File: src/rtl/psm_pkg.sv
package psm_pkg;
    typedef enum logic [1:0] {
        PH_IDLE = 2'd0,
        PH_CALL = 2'd1,
        PH_RET  = 2'd2
    } phase_t;

    localparam int MARK_WORDS = 4;

    localparam logic [1:0] W_PC   = 2'd0;
    localparam logic [1:0] W_STAT = 2'd1;
    localparam logic [1:0] W_RSV  = 2'd2;
    localparam logic [1:0] W_LINK = 2'd3;
endpackage

File: src/rtl/psm_seq.sv
module psm_seq
    import psm_pkg::*;
(
    input  logic       clk,
    input  logic       rst_n,
    input  logic       call_req,
    input  logic       ret_req,
    input  logic       room_ok,
    input  logic       frame_live,
    input  logic       mem_ready,
    output phase_t     phase,
    output logic [1:0] widx,
    output logic       mem_req,
    output logic       mem_we,
    output logic       call_accept,
    output logic       call_done,
    output logic       ret_done,
    output logic       ovf_p,
    output logic       udf_p,
    output logic       busy
);
    typedef struct packed {
        phase_t     phase;
        logic [1:0] widx;
    } seq_t;

    seq_t s_q, s_d;

    always_comb begin
        s_d         = s_q;
        mem_req     = 1'b0;
        mem_we      = 1'b0;
        call_accept = 1'b0;
        call_done   = 1'b0;
        ret_done    = 1'b0;
        ovf_p       = 1'b0;
        udf_p       = 1'b0;
        case (s_q.phase)
            PH_IDLE: begin
                if (call_req) begin
                    if (room_ok) begin
                        call_accept = 1'b1;
                        s_d.phase   = PH_CALL;
                        s_d.widx    = W_PC;
                    end else begin
                        ovf_p = 1'b1;
                    end
                end else if (ret_req) begin
                    if (frame_live) begin
                        s_d.phase = PH_RET;
                        s_d.widx  = W_PC;
                    end else begin
                        udf_p = 1'b1;
                    end
                end
            end
            PH_CALL: begin
                mem_req = 1'b1;
                mem_we  = 1'b1;
                if (mem_ready) begin
                    if (s_q.widx == W_LINK) begin
                        call_done = 1'b1;
                        s_d.phase = PH_IDLE;
                        s_d.widx  = W_PC;
                    end else begin
                        s_d.widx = s_q.widx + 2'd1;
                    end
                end
            end
            PH_RET: begin
                mem_req = 1'b1;
                if (mem_ready) begin
                    if (s_q.widx == W_LINK) begin
                        ret_done  = 1'b1;
                        s_d.phase = PH_IDLE;
                        s_d.widx  = W_PC;
                    end else if (s_q.widx == W_STAT) begin
                        s_d.widx = W_LINK;
                    end else begin
                        s_d.widx = s_q.widx + 2'd1;
                    end
                end
            end
            default: s_d = '{phase: PH_IDLE, widx: W_PC};
        endcase
    end

    always_ff @(posedge clk or negedge rst_n) begin
        if (!rst_n) s_q <= '{phase: PH_IDLE, widx: W_PC};
        else        s_q <= s_d;
    end

    assign phase = s_q.phase;
    assign widx  = s_q.widx;
    assign busy  = (s_q.phase != PH_IDLE);

    // a sequence does not end while a transfer is still outstanding
    p_busy_hold_r9: assert property (@(posedge clk) disable iff (!rst_n)
        (busy && !mem_ready) |=> busy);

    // the reserved marker word is never fetched on return
    p_ret_skip_rsv_r5: assert property (@(posedge clk) disable iff (!rst_n)
        (phase == PH_RET) |-> (widx != W_RSV));

    // call words advance strictly in address order
    p_call_order_r2: assert property (@(posedge clk) disable iff (!rst_n)
        (phase == PH_CALL && mem_ready && widx != W_LINK) |=> (widx == $past(widx) + 2'd1));
endmodule

File: src/rtl/psm_frame.sv
module psm_frame
    import psm_pkg::*;
#(
    parameter int AW   = 16,
    parameter int DW   = 32,
    parameter int BASE = 64
) (
    input  logic          clk,
    input  logic          rst_n,
    input  phase_t        phase,
    input  logic [1:0]    widx,
    input  logic          call_accept,
    input  logic          call_done,
    input  logic          ret_done,
    input  logic          mem_ready,
    input  logic [DW-1:0] mem_rdata,
    input  logic [DW-1:0] call_pc,
    input  logic [DW-1:0] call_status,
    input  logic [AW-1:0] stack_limit,
    output logic [AW-1:0] sp,
    output logic [AW-1:0] q,
    output logic [AW-1:0] mem_addr,
    output logic [DW-1:0] mem_wdata,
    output logic [DW-1:0] ret_pc,
    output logic [DW-1:0] ret_status,
    output logic          ret_valid,
    output logic          room_ok,
    output logic          frame_live
);
    localparam logic [AW-1:0] EMPTY = AW'(BASE - 1);
    localparam logic [AW-1:0] MW    = AW'(MARK_WORDS);
    localparam logic [AW:0]   MWX   = (AW+1)'(MARK_WORDS);

    typedef struct packed {
        logic [AW-1:0] sp;
        logic [AW-1:0] q;
        logic [DW-1:0] pc_l;
        logic [DW-1:0] st_l;
        logic [DW-1:0] rpc;
        logic [DW-1:0] rst;
        logic          rvalid;
    } frm_t;

    frm_t f_q, f_d;
    logic [AW-1:0] link_now;

    always_comb begin
        link_now = f_q.sp + MW - f_q.q;
        room_ok  = ({1'b0, f_q.sp} + MWX) <= {1'b0, stack_limit};
        frame_live = (f_q.q != EMPTY);

        mem_addr  = '0;
        mem_wdata = '0;
        if (phase == PH_CALL) begin
            mem_addr = f_q.sp + AW'(1) + AW'(widx);
            case (widx)
                W_PC:    mem_wdata = f_q.pc_l;
                W_STAT:  mem_wdata = f_q.st_l;
                W_RSV:   mem_wdata = '0;
                default: mem_wdata = DW'(link_now);
            endcase
        end else if (phase == PH_RET) begin
            mem_addr = f_q.q - AW'(3) + AW'(widx);
        end

        f_d        = f_q;
        f_d.rvalid = 1'b0;
        if (call_accept) begin
            f_d.pc_l = call_pc;
            f_d.st_l = call_status;
        end
        if (phase == PH_RET && mem_ready) begin
            if (widx == W_PC)   f_d.rpc = mem_rdata;
            if (widx == W_STAT) f_d.rst = mem_rdata;
        end
        if (call_done) begin
            f_d.sp = f_q.sp + MW;
            f_d.q  = f_q.sp + MW;
        end
        if (ret_done) begin
            f_d.q      = f_q.q - mem_rdata[AW-1:0];
            f_d.sp     = f_q.q - MW;
            f_d.rvalid = 1'b1;
        end
    end

    always_ff @(posedge clk or negedge rst_n) begin
        if (!rst_n) begin
            f_q <= '{sp: EMPTY, q: EMPTY, pc_l: '0, st_l: '0,
                     rpc: '0, rst: '0, rvalid: 1'b0};
        end else begin
            f_q <= f_d;
        end
    end

    assign sp         = f_q.sp;
    assign q          = f_q.q;
    assign ret_pc     = f_q.rpc;
    assign ret_status = f_q.rst;
    assign ret_valid  = f_q.rvalid;

    // completed call raises sp by one marker and aligns q with it
    p_call_sp_r3: assert property (@(posedge clk) disable iff (!rst_n)
        call_done |=> (sp == $past(sp) + MW) && (q == sp));

    // completed return drops sp to just below the removed marker
    p_ret_sp_r5: assert property (@(posedge clk) disable iff (!rst_n)
        ret_done |=> (sp == $past(q) - MW));

    // no write ever lands above the stack limit
    p_write_in_limit_r7: assert property (@(posedge clk) disable iff (!rst_n)
        (phase == PH_CALL) |-> (mem_addr <= stack_limit));
endmodule

File: src/rtl/proc_marker_ctl.sv
module proc_marker_ctl
    import psm_pkg::*;
#(
    parameter int AW   = 16,
    parameter int DW   = 32,
    parameter int BASE = 64
) (
    input  logic          clk,
    input  logic          rst_n,
    input  logic          call_req,
    input  logic [DW-1:0] call_pc,
    input  logic [DW-1:0] call_status,
    input  logic          ret_req,
    input  logic [AW-1:0] stack_limit,
    output logic          busy,
    output logic [AW-1:0] sp,
    output logic [AW-1:0] q,
    output logic [DW-1:0] ret_pc,
    output logic [DW-1:0] ret_status,
    output logic          ret_valid,
    output logic          ovf_flag,
    output logic          udf_flag,
    output logic          mem_req,
    output logic          mem_we,
    output logic [AW-1:0] mem_addr,
    output logic [DW-1:0] mem_wdata,
    input  logic [DW-1:0] mem_rdata,
    input  logic          mem_ready
);
    typedef struct packed {
        logic ovf;
        logic udf;
    } flg_t;

    flg_t   g_q, g_d;
    phase_t phase;
    logic [1:0] widx;
    logic call_accept, call_done, ret_done, ovf_p, udf_p;
    logic room_ok, frame_live;

    psm_seq u_seq (
        .clk         (clk),
        .rst_n       (rst_n),
        .call_req    (call_req),
        .ret_req     (ret_req),
        .room_ok     (room_ok),
        .frame_live  (frame_live),
        .mem_ready   (mem_ready),
        .phase       (phase),
        .widx        (widx),
        .mem_req     (mem_req),
        .mem_we      (mem_we),
        .call_accept (call_accept),
        .call_done   (call_done),
        .ret_done    (ret_done),
        .ovf_p       (ovf_p),
        .udf_p       (udf_p),
        .busy        (busy)
    );

    psm_frame #(.AW(AW), .DW(DW), .BASE(BASE)) u_frame (
        .clk         (clk),
        .rst_n       (rst_n),
        .phase       (phase),
        .widx        (widx),
        .call_accept (call_accept),
        .call_done   (call_done),
        .ret_done    (ret_done),
        .mem_ready   (mem_ready),
        .mem_rdata   (mem_rdata),
        .call_pc     (call_pc),
        .call_status (call_status),
        .stack_limit (stack_limit),
        .sp          (sp),
        .q           (q),
        .mem_addr    (mem_addr),
        .mem_wdata   (mem_wdata),
        .ret_pc      (ret_pc),
        .ret_status  (ret_status),
        .ret_valid   (ret_valid),
        .room_ok     (room_ok),
        .frame_live  (frame_live)
    );

    always_comb begin
        g_d.ovf = ovf_p;
        g_d.udf = udf_p;
    end

    always_ff @(posedge clk or negedge rst_n) begin
        if (!rst_n) g_q <= '{ovf: 1'b0, udf: 1'b0};
        else        g_q <= g_d;
    end

    assign ovf_flag = g_q.ovf;
    assign udf_flag = g_q.udf;

    // a stalled transfer keeps its request, direction, address and data
    p_hold_xfer_r10: assert property (@(posedge clk) disable iff (!rst_n)
        (mem_req && !mem_ready) |=> mem_req && $stable(mem_we)
            && $stable(mem_addr) && $stable(mem_wdata));

    // a refused call leaves the pointers alone and starts nothing
    p_ovf_keep_r7: assert property (@(posedge clk) disable iff (!rst_n)
        ovf_flag |-> (sp == $past(sp)) && (q == $past(q)) && !busy);

    // a refused return leaves the pointers alone and starts nothing
    p_udf_keep_r8: assert property (@(posedge clk) disable iff (!rst_n)
        udf_flag |-> (sp == $past(sp)) && (q == $past(q)) && !busy);

    // completion and refusal pulses are mutually exclusive
    p_pulse_excl_r6: assert property (@(posedge clk) disable iff (!rst_n)
        $onehot0({ovf_flag, udf_flag, ret_valid}));
endmodule

File: config.mk
export PLATFORM = sky130hd
export DESIGN_NAME = proc_marker_ctl
export DESIGN_NICKNAME = d
export VERILOG_FILES = /design/src/rtl/psm_pkg.sv /design/src/rtl/psm_seq.sv /design/src/rtl/psm_frame.sv /design/src/rtl/proc_marker_ctl.sv
export SDC_FILE = /design/constraint.sdc
export NUM_CORES = 1
export LEC_CHECK = 0
export BUFFER_PORTS_ARGS = -buffer_cell sky130_fd_sc_hd__buf_2
export CORE_UTILIZATION = 50
export DETAILED_ROUTE_END_ITERATION = 6
export PLACE_DENSITY = 0.82
export SLEW_MARGIN = 20
export SYNTH_ARGS = -nofsm -noshare
export SYNTH_HDL_FRONTEND = slang
export SYNTH_HIERARCHICAL = 1
export SYNTH_SLANG_ARGS = --single-unit
File: constraint.sdc
create_clock -name clk -period 6 [get_ports clk]
set_input_delay 1.2 -clock clk [delete_from_list [all_inputs] [get_ports clk]]
set_output_delay 1.2 -clock clk [all_outputs]
set_load 0.05 [all_outputs]
Word-level counts from Yosys, hierarchy flattened
Cells that the tools add are included.
{ "op_classes": {"addsub": 10, "n_lt_le_gt_ge": 1, "n_eq_ne": 11, "mux": 34, "reduce_logical": 9} }
{ "ops": {"columns": ["op", "n"], "rows": [
  ["32-bit two-way mux", 3],
  ["32-bit one-hot mux with 3 select lines", 1],
  ["16-bit by 2-bit adder with 16-bit output", 2],
  ["16-bit two-way mux", 2],
  ["16-bit subtractor", 2],
  ["4-bit two-way mux", 6],
  ["16-bit by 3-bit adder with 17-bit output, second input constant", 1],
  ["17-bit by 16-bit <= comparator with 1-bit output", 1],
  ["1-bit two-way mux", 17],
  ["16-bit by 1-bit adder with 16-bit output, second input constant", 1],
  ["16-bit by 3-bit adder with 16-bit output, second input constant", 1],
  ["16-bit by 6-bit inequality test with 1-bit output, second input constant", 1],
  ["16-bit by 2-bit subtractor with 16-bit output, second input constant", 1],
  ["16-bit by 3-bit subtractor with 16-bit output, second input constant", 1],
  ["4-bit one-hot mux with 3 select lines", 1],
  ["3-bit inequality test, second input constant", 3],
  ["2-bit two-way mux", 4],
  ["2-bit == test, second input constant", 3],
  ["5-bit AND reduction", 1],
  ["2-bit by 1-bit == test with 1-bit output, second input constant", 2],
  ["2-bit logical NOT", 2],
  ["2-bit inequality test, second input constant", 2],
  ["2-bit AND reduction", 2],
  ["2-bit nonzero test", 2],
  ["other kinds (3)", 3]
]} }
{ "totals": {"ff_bits": 167, "inputBits": 117, "out_inout_bits": 150} }

Depth between registers and ports, before layout
Gate-level depths: netlist of run 1.
{ "depth": {"ltp_word": 6, "ltp_mapped": 18} }

Hierarchy
Netlist of run 1, hierarchy kept.
{ "modules_own_cells": {"columns": ["mod", "instances", "cells_each", "area_each_um2", "seq_area_each_um2"], "rows": [
  ["psm_frame", 1, 1065, 10582.6, 4043.9],
  ["psm_seq", 1, 38, 370.4, 100.1],
  ["proc_marker_ctl", 1, 2, 50.0, 50.0]
]} }

Worst setup path before layout of run 1
OpenSTA, ideal clock, no wires.
{ "synth_timing": {"kind": "register to output", "startpoint": "register u_frame.f_q, in the netlist u_frame/sp[3]", "endpoint": "output mem_wdata[12]", "arrival_ns": 4.392, "required_ns": 4.800, "slack_ns": 0.408, "path_stages_with_launch": 15, "cell_sequence": "dfstp_2 > ha_1 > and3_1 > clkbuf_1 > and2_1 > nand2_1 > xnor2_1 > ha_1 > a21oi_1 > o21ai_0 > a221oi_1 > o21ai_0 > xor2_1 > nand2_1 > a311oi_1"} }
{ "synth_between": {"elab_chain_cells": 4} }
{ "synth_rtl": {"columns": ["element", "line_no", "source"], "rows": [
  ["start, declared", "psm_frame.sv:44", "frm_t f_q, f_d;"],
  ["start signal, assigned", "psm_frame.sv:89", "f_q <= '{sp: EMPTY, q: EMPTY, pc_l: '0, st_l: '0,"],
  ["16-bit by 3-bit adder with 16-bit output", "psm_frame.sv:48", "link_now = f_q.sp + MW - f_q.q;"],
  ["16-bit subtractor", "psm_frame.sv:48", null],
  ["32-bit one-hot mux with 3 select lines", "psm_frame.sv:56", "case (widx)"],
  ["32-bit two-way mux", "psm_frame.sv:54", "if (phase == PH_CALL) begin"],
  ["end, declared", "proc_marker_ctl.sv:26", "output logic [DW-1:0] mem_wdata,"]
]} }
No other way between the ends.

Worst setup path in the final report of run 1
{ "layout_timing": {"startpoint": "register u_frame.f_q, in the netlist u_frame/sp[2]", "endpoint": "output mem_wdata[15]"} }
The elaborated chain is that of the path after synthesis.

==> impl_metrics.env, run 1 <==
export IMPL_post_cts_buffers=0
export IMPL_post_synth_cell_area_avg_um2=9.958
export IMPL_mostFrequentLayoutCells="265 x buf_2, 154 x dfrtp_1, 115 x mux2_2"
export IMPL_port_buffers=266
export IMPL_die_height_um=150.3
export IMPL_slowest_delay_ps=630
export IMPL_fin_cells=1543
export IMPL_ys_seq_area_frac=0.3812
export IMPL_place_gp_congestion=0.9005
export IMPL_numCtsBuffers=17
export IMPL_finalSetupViolCount=0
export IMPL_syn_inst=1105
export IMPL_initial_utilization=0.5169
export IMPL_grtUsageTotal=0.2522
export IMPL_via_count=8583
export IMPL_power_frac_comb=0.621
export IMPL_dr_pass1_iters=5
export IMPL_pwr_share_seq=0.251
export IMPL_drt_iter0_drc=531
export IMPL_leakage_nw=6.038
export IMPL_max_freq_mhz=177.0
export IMPL_grt_pass1_vias=8393
export IMPL_hold_class="reg2reg"
export IMPL_grt_overflow=0
export IMPL_cp_cell_sequence="ha_1 -> and3_1 -> buf_4 -> xor2_1 -> ha_1 -> a21o_1 -> or3_1 -> o21ai_1 -> a32oi_1 -> a311oi_1 -> xnor2_1 -> a311oi_1 -> buf_2"
export IMPL_p_sw_frac=0.5218
export IMPL_place_detailed_hpwl_mm=21.89
export IMPL_ant_nets=0
export IMPL_worst_pin_slew_ps=1066
export IMPL_ys_ff_latch=167
export IMPL_clock_root_buffer="clkbuf_16"
export IMPL_fin_nets=1435
export IMPL_insertion_delay_ps=430
export IMPL_cp_end_kind="primary output"
export IMPL_synthesis_nets=1285
export IMPL_drive_above_1_share=0.3596
export IMPL_cpMaxStageDelayCell="dfstp_2"
export IMPL_tritoncts="built"
export IMPL_routed_wl_mm=28.48
export IMPL_cp_required_ps=4800
export IMPL_ir_worst_vdd_v=0.0004826
export IMPL_pwr_density_cell_nw_per_um2=671.1
export IMPL_switchingPower_mw=4.334
export IMPL_area_delta_synth_final_pct=12.47
export IMPL_internal_power_mw=3.972
export IMPL_clk_pin_slew_ps=70
export IMPL_async_flop_share=1.000
export IMPL_power_mw=8.306
export IMPL_ys_flop_type="dfrtp_1"
export IMPL_placed_cells=1511
export IMPL_antenna_cells=0
export IMPL_clock_skew_ps=14.88
export IMPL_drc=0
export IMPL_syn_area_um2=11000
export IMPL_finalHoldWorstSlack_ps=481.8
export IMPL_clockPowerShare=0.128
export IMPL_yosysUniqueCellTypes=72
export IMPL_fin_crit_ps=5651
export IMPL_die_w_um=150.3
export IMPL_rows=53
export IMPL_min_period_over_period=0.9419
export IMPL_viasPerCell=5.563
export IMPL_hold_viol=0
export IMPL_synth_edf_count=0
export IMPL_mostFrequentLayoutCell="buf_2"
export IMPL_maxCapViolCount=0
export IMPL_slew_viol_final=0
export IMPL_startpoint_type="flop"
export IMPL_final_util=0.5814
export IMPL_pin_count=267
export IMPL_crit_path_max_fanout=8
export IMPL_cts_htree_levels=4
export IMPL_wl_per_cell_um=18.46
export IMPL_timing_slew_headroom=0.2895
export IMPL_clk_path_buf_depth=2
export IMPL_numClockSinks=167
export IMPL_tns_ps=0
export IMPL_rsz0062_at_grt="no"
export IMPL_coreArea_um2=21290
export IMPL_outcome="finished, final reports clean"
export IMPL_antenna_found_initial=0
export IMPL_path_class="reg2out"
export IMPL_critPathArrivalTime_ps=4450
export IMPL_grt_pass1_wl_mm=43.54
export IMPL_dieArea_um2=22600
export IMPL_grt_max_degree=100
export IMPL_yosysWarnings=6
## per-layer routing
metal  global-route usage  wire length (µm)  part of all wire
met5                    0                 0                 0
met4              0.08687               689             0.024
met3              0.05515              2141             0.075
met2               0.4088             13290              0.47
met1               0.3316             12370              0.43
## per-stage QoR
stage | setup slack [ps] | area, µm²
2_1_floorplan | 407.9 | 11000
3_3_place_gp | 857.9 | 11810
3_5_place_dp | 747.1 | 11810
4_1_cts | 284.2 | 12370
5_1_grt | 112.6 | 12380
6_report | 348.7 | 12380
## cells in the mapped netlist (3+ instances only)
library cell	instances	area share
buf_4	97	0.066
xor2_1	37	0.029
nor4_1	3	0.0017
mux2i_1	38	0.035
nor3_1	9	0.0041
nor2_1	58	0.020
clkbuf_1	27	0.0092
and3_1	9	0.0051
or3_1	3	0.0017
buf_2	7	0.0032
o211ai_1	3	0.0020
nor3b_1	5	0.0034
o21ai_0	53	0.024
dfstp_2	12	0.029
a31oi_1	6	0.0034
nand4_1	7	0.0040
ha_1	59	0.067
clkbuf_8	4	0.0050
dfrtp_1	155	0.35
mux2_2	115	0.12
nand2_1	91	0.031
a21oi_1	51	0.023
buf_1	9	0.0031
o22ai_1	17	0.0097
xnor2_1	51	0.041
nand3_1	15	0.0068
a211oi_1	7	0.0048
a22oi_1	5	0.0034
a21o_1	16	0.011
mux2_1	4	0.0041
fa_1	4	0.0073
inv_1	63	0.021
a311oi_1	6	0.0048
o21a_1	4	0.0027
and2_1	3	0.0017
nor2b_1	9	0.0051
## what timing repair did
| action | in CTS | in global routing |
|---|---|---|
| hold buffers | 0 | 0 |
| hold endpoints to repair | 0 | 0 |
| setup endpoints to repair | 0 | 1 |
| resized for setup | 0 | 1 |
## critical path: cells and delay by family, from the launching register on
kind | cells | cell delay, ps
buffers and inverters | 2 | 490
AO/OA/AOI/OAI | 5 | 1390
AND/OR/NAND/NOR | 2 | 490
flip-flops | 1 | 630
XOR/XNOR | 2 | 430
adder cells (fa/ha/maj) | 2 | 620
## registers in the layout (all words and copies together) (netlist names)
signal and count:
u_seq/widx 2, u_frame/ret_valid 1, ovf_flag 1, u_frame/ret_status 32
u_frame/f_q 64, udf_flag 1, u_seq/phase 2, u_frame/sp 16
u_frame/ret_pc 32, u_frame/q 16
## path summary, 6_finish.rpt
kind	startpoint	end	slack (ps)	cells after the start
setup reg to reg	u_frame/sp[2]	u_frame/f_q[97]	1050	16
min in group asynchronous	rst_n	u_frame/ret_status[27]	850	1
setup / recovery	u_frame/sp[2]	mem_wdata[15]	350	13
hold reg to reg	u_frame/ret_status[2]	u_frame/ret_status[2]	480	2
max in group asynchronous	rst_n	u_frame/sp[9]	4070	2
hold / removal	u_frame/ret_status[2]	u_frame/ret_status[2]	480	2
## power by group through the flow
stage               Clock (mW)  Sequential, mW  Combinational, mW
floorplan                    0            1.95               4.48
global placement             0            2.07               5.03
detailed placement           0            2.10               5.11
CTS                       1.08            2.09               5.13
global route              1.12            2.16               5.51
finish                    1.06            2.09               5.16
## cells by family after synthesis
logic type / share of synthesized area
simple gates: 0.1026
mux: 0.1564
fa+ha+maj: 0.07437
flops: 0.3812
compound gates: 0.1055
xor+xnor: 0.07005
buf+inv: 0.1100
## area by class of cell
class	instances	area (µm²)
Fill cell	1828	8911
Multi-Input combinational cell	728	5617
Sequential cell	167	4195
Timing Repair Buffer	277	1420
Clock buffer	18	429.2
Tap cell	275	344.1
Inverter	64	240.2
Clock inverter	14	130.1
No activity file was read; power rests on OpenSTA's default activity.
==> run 2, diff against run 1 <==
--- a/config.mk
+++ b/config.mk
@@ -9,6 +9,7 @@
 export CORE_UTILIZATION = 50
 export DETAILED_ROUTE_END_ITERATION = 6
 export PLACE_DENSITY = 0.82
+export RECOVER_POWER = 100
 export SLEW_MARGIN = 20
 export SYNTH_ARGS = -nofsm -noshare
 export SYNTH_HDL_FRONTEND = slang
==> run 2 against run 1 <==
Compared with the run above: the run now ends with capacitance limit, slew limit left; design area is 2.0% lower; critical path depth stayed put; cell count stayed put; clock-buffer cell count stayed put; via count is 0.10% higher; critical endpoint unchanged; highest routed layer unchanged.
==> impl_metrics.env, run 2 (same netlist as run 1, synthesis figures left out) <==
export IMPL_outcome="finished, violations left"
export IMPL_violations="capacitance limit, slew limit"
export IMPL_mostFrequentLayoutCells="154 x dfrtp_1, 153 x clkbuf_1, 118 x buf_2"
export IMPL_multiInputGateArea_um2=5593
export IMPL_clock_root_buffer="clkbuf_16"
export IMPL_grtUsageTotal=0.2522
export IMPL_register_area_um2=4195
export IMPL_hold_viol=0
export IMPL_fin_crit_ps=5701
export IMPL_viasPerCell=5.568
export IMPL_hold_class="reg2reg"
export IMPL_maxCapViolCount=7
export IMPL_reg2reg_depth=16
export IMPL_drt_iter0_drc=474
export IMPL_dieArea_um2=22600
export IMPL_fin_nets=1435
export IMPL_largest_reg_flops=64
export IMPL_path_class="reg2out"
export IMPL_ant_nets=0
export IMPL_tns_ps=0
export IMPL_die_height_um=150.3
export IMPL_largest_register="u_frame/f_q"
export IMPL_wl_per_cell_um=18.48
export IMPL_cp_required_ps=4800
export IMPL_slowest_delay_ps=630
export IMPL_min_period_over_period=0.9502
export IMPL_max_freq_mhz=175.4
export IMPL_initial_utilization=0.5169
export IMPL_hold_buffers=0
export IMPL_numCtsBuffers=17
export IMPL_holdPathStages=2
export IMPL_pin_count=267
export IMPL_antenna_found_initial=0
export IMPL_nFillCells=1924
export IMPL_place_detailed_hpwl_mm=21.89
export IMPL_cts_htree_levels=4
export IMPL_cpMaxStageDelayCell="dfstp_2"
export IMPL_slew_viol_final=330
export IMPL_grt_max_degree=100
export IMPL_coreArea_um2=21290
export IMPL_mostFrequentLayoutCell="dfrtp_1"
export IMPL_clk_pin_slew_ps=70
export IMPL_port_buffers=266
export IMPL_place_gp_congestion=0.9005
export IMPL_routed_wl_mm=28.51
export IMPL_finalSetupViolCount=0
export IMPL_post_cts_buffers=0
export IMPL_critPathArrivalTime_ps=4500
export IMPL_timing_slew_headroom=-0.6741
export IMPL_antenna_cells=0
export IMPL_rsz0062_at_grt="no"
export IMPL_drive_above_1_share=0.2342
export IMPL_worst_pin_slew_ps=2511
export IMPL_via_count=8592
export IMPL_rows=53
export IMPL_dr_pass1_iters=5
export IMPL_clk_path_buf_depth=2
export IMPL_die_w_um=150.3
export IMPL_cp_cell_sequence="ha_1 -> and3_1 -> buf_4 -> xor2_1 -> ha_1 -> a21o_1 -> or3_1 -> o21ai_1 -> a32oi_1 -> a311oi_1 -> xnor2_1 -> a311oi_1 -> clkbuf_2"
export IMPL_tritoncts="built"
export IMPL_cp_end_kind="primary output"
export IMPL_numClockSinks=167
export IMPL_grt_overflow=0
export IMPL_grt_pass1_vias=8393
export IMPL_grt_pass1_wl_mm=43.54
export IMPL_clock_skew_ps=15.16
export IMPL_crit_path_max_fanout=8
export IMPL_insertion_delay_ps=430
export IMPL_startpoint_type="flop"
export IMPL_area_delta_synth_final_pct=10.27
export IMPL_drc=0
==> run 2: cell count changes in the layout (fill, tap and decap cells not counted), moves of 3 or more <==
cell      delta
buf_4        -9
and3_2       -3
clkbuf_2     +5
buf_2      -147
clkbuf_1   +152
and3_1       +3
==> run 2: timing repair <==
item	in CTS	in global routing
endpoints found under the hold margin	0	0
gates resized for setup	0	1
setup endpoints to repair	0	1
==> run 2: metrics by stage <==
stage	hold WS [ps]	cells	setup WS [ps]	cell area [µm²]	utilization
2_1_floorplan	451.0	1105	407.9	11000	-
4_1_cts	481.5	1543	284.2	12370	0.5811
3_5_place_dp	465.1	1511	747.1	11810	0.5548
3_3_place_gp	458.5	1511	857.9	11810	0.5548
5_1_grt	508.7	1543	60.92	12130	0.5700
6_report	485.5	1543	299.0	12130	0.5700
==> run 2: area by class of cell <==
class                      instances  share of cell area
clock buffer                      18             0.03537
clock inverter                    14             0.01072
inverter                          64             0.01980
multi-input combinational        728              0.4610
sequential                       167              0.3458
tap                              275             0.02836
timing repair buffer             277             0.09900
==> run 2: worst max-delay path: cells and delay by family (launching register included) <==
kind            cells  cell delay, ps
compound gates      5            1400
xor+xnor            2             430
fa+ha+maj           2             620
buf+inv             2             500
flops               1             630
simple gates        2             500
==> run 2: worst paths after layout <==
path	startpoint	end	slack [ps]
worst max-delay path	u_frame/sp[2]	mem_wdata[15]	300
worst min-delay path	u_frame/ret_status[2]	u_frame/ret_status[2]	490
worst max register to register	u_frame/sp[2]	u_frame/f_q[97]	530
worst min register to register	u_frame/ret_status[2]	u_frame/ret_status[2]	490
max in group asynchronous	rst_n	u_frame/sp[9]	1530
min in group asynchronous	rst_n	u_frame/ret_pc[27]	1500
==> run 2: routing by layer <==
metal / wire length (µm) / share of wire / track usage
met1: 12260 / 0.43 / 0.3316
met2: 13370 / 0.47 / 0.4088
met3: 2192 / 0.077 / 0.05515
met4: 686 / 0.024 / 0.08687
met5: 0 / 0 / 0
Power of run 2 is not shown: default switching activity piles up to over one toggle a cycle in this logic, so the estimate is an artifact.
==> run 3, diff against run 2 <==
--- a/config.mk
+++ b/config.mk
@@ -8,8 +8,10 @@
 export BUFFER_PORTS_ARGS = -buffer_cell sky130_fd_sc_hd__buf_2
 export CORE_UTILIZATION = 50
 export DETAILED_ROUTE_END_ITERATION = 6
+export HOLD_SLACK_MARGIN = 0.08
 export PLACE_DENSITY = 0.82
 export RECOVER_POWER = 100
+export REMOVE_ABC_BUFFERS = 1
 export SLEW_MARGIN = 20
 export SYNTH_ARGS = -nofsm -noshare
 export SYNTH_HDL_FRONTEND = slang
==> run 3 against run 2 <==
Compared with the run above: the run still ends with capacitance limit, slew limit left; critical path depth up 1; global-route usage down 0.53 points; worst hold slack worse by 7.2 ps; first-iteration DRC count up 16%; wire length down 2.3%; sequential share of layout area down 0.21 points; clock-buffer cell count down 1; design area up 0.61%; clock skew up 13 ps; non-clock buffer count down 3; via count down 1.3%.
==> impl_metrics.env, run 3 (same netlist as run 1, synthesis figures left out) <==
export IMPL_area_delta_synth_final_pct=10.94
export IMPL_hold_buffers=0
export IMPL_violations="capacitance limit, slew limit"
export IMPL_min_delay_start="u_frame/ret_status[11]"
export IMPL_slew_viol_final=260
export IMPL_place_ws_ps=739.4
export IMPL_place_gp_congestion=0.9488
export IMPL_maxCapViolCount=5
export IMPL_fin_nets=1432
export IMPL_drt_iter0_drc=552
export IMPL_insertion_delay_ps=440
export IMPL_rows=53
export IMPL_drive_above_1_share=0.2379
export IMPL_grt_max_degree=99
export IMPL_viasPerCell=5.509
export IMPL_cts_repair_resized=0
export IMPL_fin_crit_ps=5622
export IMPL_min_period_over_period=0.9370
export IMPL_die_height_um=150.3
export IMPL_antenna_found_initial=0
export IMPL_die_w_um=150.3
export IMPL_max_freq_mhz=177.9
export IMPL_hold_class="reg2reg"
export IMPL_reg2reg_from="u_frame/sp[2]"
export IMPL_cp_required_ps=4800
export IMPL_via_count=8484
export IMPL_largest_register="u_frame/f_q"
export IMPL_pin_count=267
export IMPL_grtUsageTotal=0.2469
export IMPL_largest_reg_flops=64
export IMPL_min_to="u_frame/ret_status[11]"
export IMPL_clock_root_buffer="clkbuf_16"
export IMPL_finalSetupViolCount=0
export IMPL_cp_end_kind="primary output"
export IMPL_holdPathStages=2
export IMPL_tns_ps=0
export IMPL_outcome="finished, violations left"
export IMPL_numCtsBuffers=17
export IMPL_grt_pass1_vias=8357
export IMPL_critPathArrivalTime_ps=4420
export IMPL_path_class="reg2out"
export IMPL_clk_path_buf_depth=2
export IMPL_grt_pass1_wl_mm=43.08
export IMPL_finalHoldWorstSlack_ps=478.2
export IMPL_dieArea_um2=22600
export IMPL_ant_nets=0
export IMPL_setup_slack_ps=378.0
export IMPL_rsz0062_at_grt="no"
export IMPL_cts_htree_levels=4
export IMPL_initial_utilization=0.5169
export IMPL_timing_slew_headroom=-1.566
export IMPL_timing_rr_end="u_frame/f_q[117]"
export IMPL_drc=0
export IMPL_worst_pin_slew_ps=3849
export IMPL_tritoncts="built"
export IMPL_clock_skew_ps=27.98
export IMPL_clk_pin_slew_ps=70
export IMPL_port_buffers=266
export IMPL_antenna_cells=0
export IMPL_wl_per_cell_um=18.08
export IMPL_mostFrequentLayoutCells="154 x dfrtp_1, 148 x clkbuf_1, 119 x buf_2"
export IMPL_grt_overflow=0
export IMPL_post_cts_buffers=0
export IMPL_numClockSinks=167
export IMPL_startpoint_type="flop"
export IMPL_reg2reg_depth=15
export IMPL_dr_pass1_iters=4
export IMPL_crit_path_max_fanout=8
export IMPL_r2r_setup_slack_ps=510
export IMPL_place_detailed_hpwl_mm=20.56
export IMPL_mostFrequentLayoutCell="dfrtp_1"
export IMPL_coreArea_um2=21290
export IMPL_hold_viol=0
export IMPL_routed_wl_mm=27.85
[run 3: routing by layer]
layer  routed length [µm]  vias to the layer above  global-route usage
met2                13370                      305              0.4030
met1                12040                     4139              0.3291
met5                    0                        -                   0
li1                     -                     4006                   -
met3                 1818                       34             0.04242
met4                  613                        0             0.08687
[run 3: worst max path at each step]
stage,cells past startpoint,end,from,slack [ps]
floorplan,13,mem_wdata[12],u_frame/sp[2],190
global placement,14,mem_wdata[12],u_frame/sp[2],890
detailed placement,14,mem_wdata[12],u_frame/sp[2],740
CTS,14,mem_wdata[12],u_frame/sp[2],250
global route,14,mem_wdata[12],u_frame/sp[2],20
finish,14,mem_wdata[12],u_frame/sp[2],380
[run 3: worst max-delay path: stages, from the launching register on]
cell      delay, ps
dfstp_2         640
ha_1            250
and3_1          300
and2_1          240
nand2_1          90
xnor2_1         320
ha_1            350
a21oi_1         240
o21ai_0         160
a221oi_2        430
o21ai_0         180
xor2_1          150
nand2_1          80
a311oi_1        250
buf_2           320
[run 3: layout make-up]
class	count	area, µm²
Inverter	64	240.2
Sequential cell	167	4195
Tap cell	275	344.1
Clock inverter	15	200.2
Clock buffer	17	425.4
Multi-Input combinational cell	728	5595
Timing Repair Buffer	274	1206
Fill cell	1874	9080
[run 3: per-stage QoR]
step | util | instances | cell area (µm²)
3_5_place_dp | 0.5549 | 1508 | 11810
6_report | 0.5734 | 1540 | 12210
5_1_grt | 0.5734 | 1540 | 12210
4_1_cts | 0.5843 | 1540 | 12440
3_3_place_gp | 0.5549 | 1508 | 11810
2_1_floorplan | - | 959 | 10030
Power of run 3 is left out for the same reason.
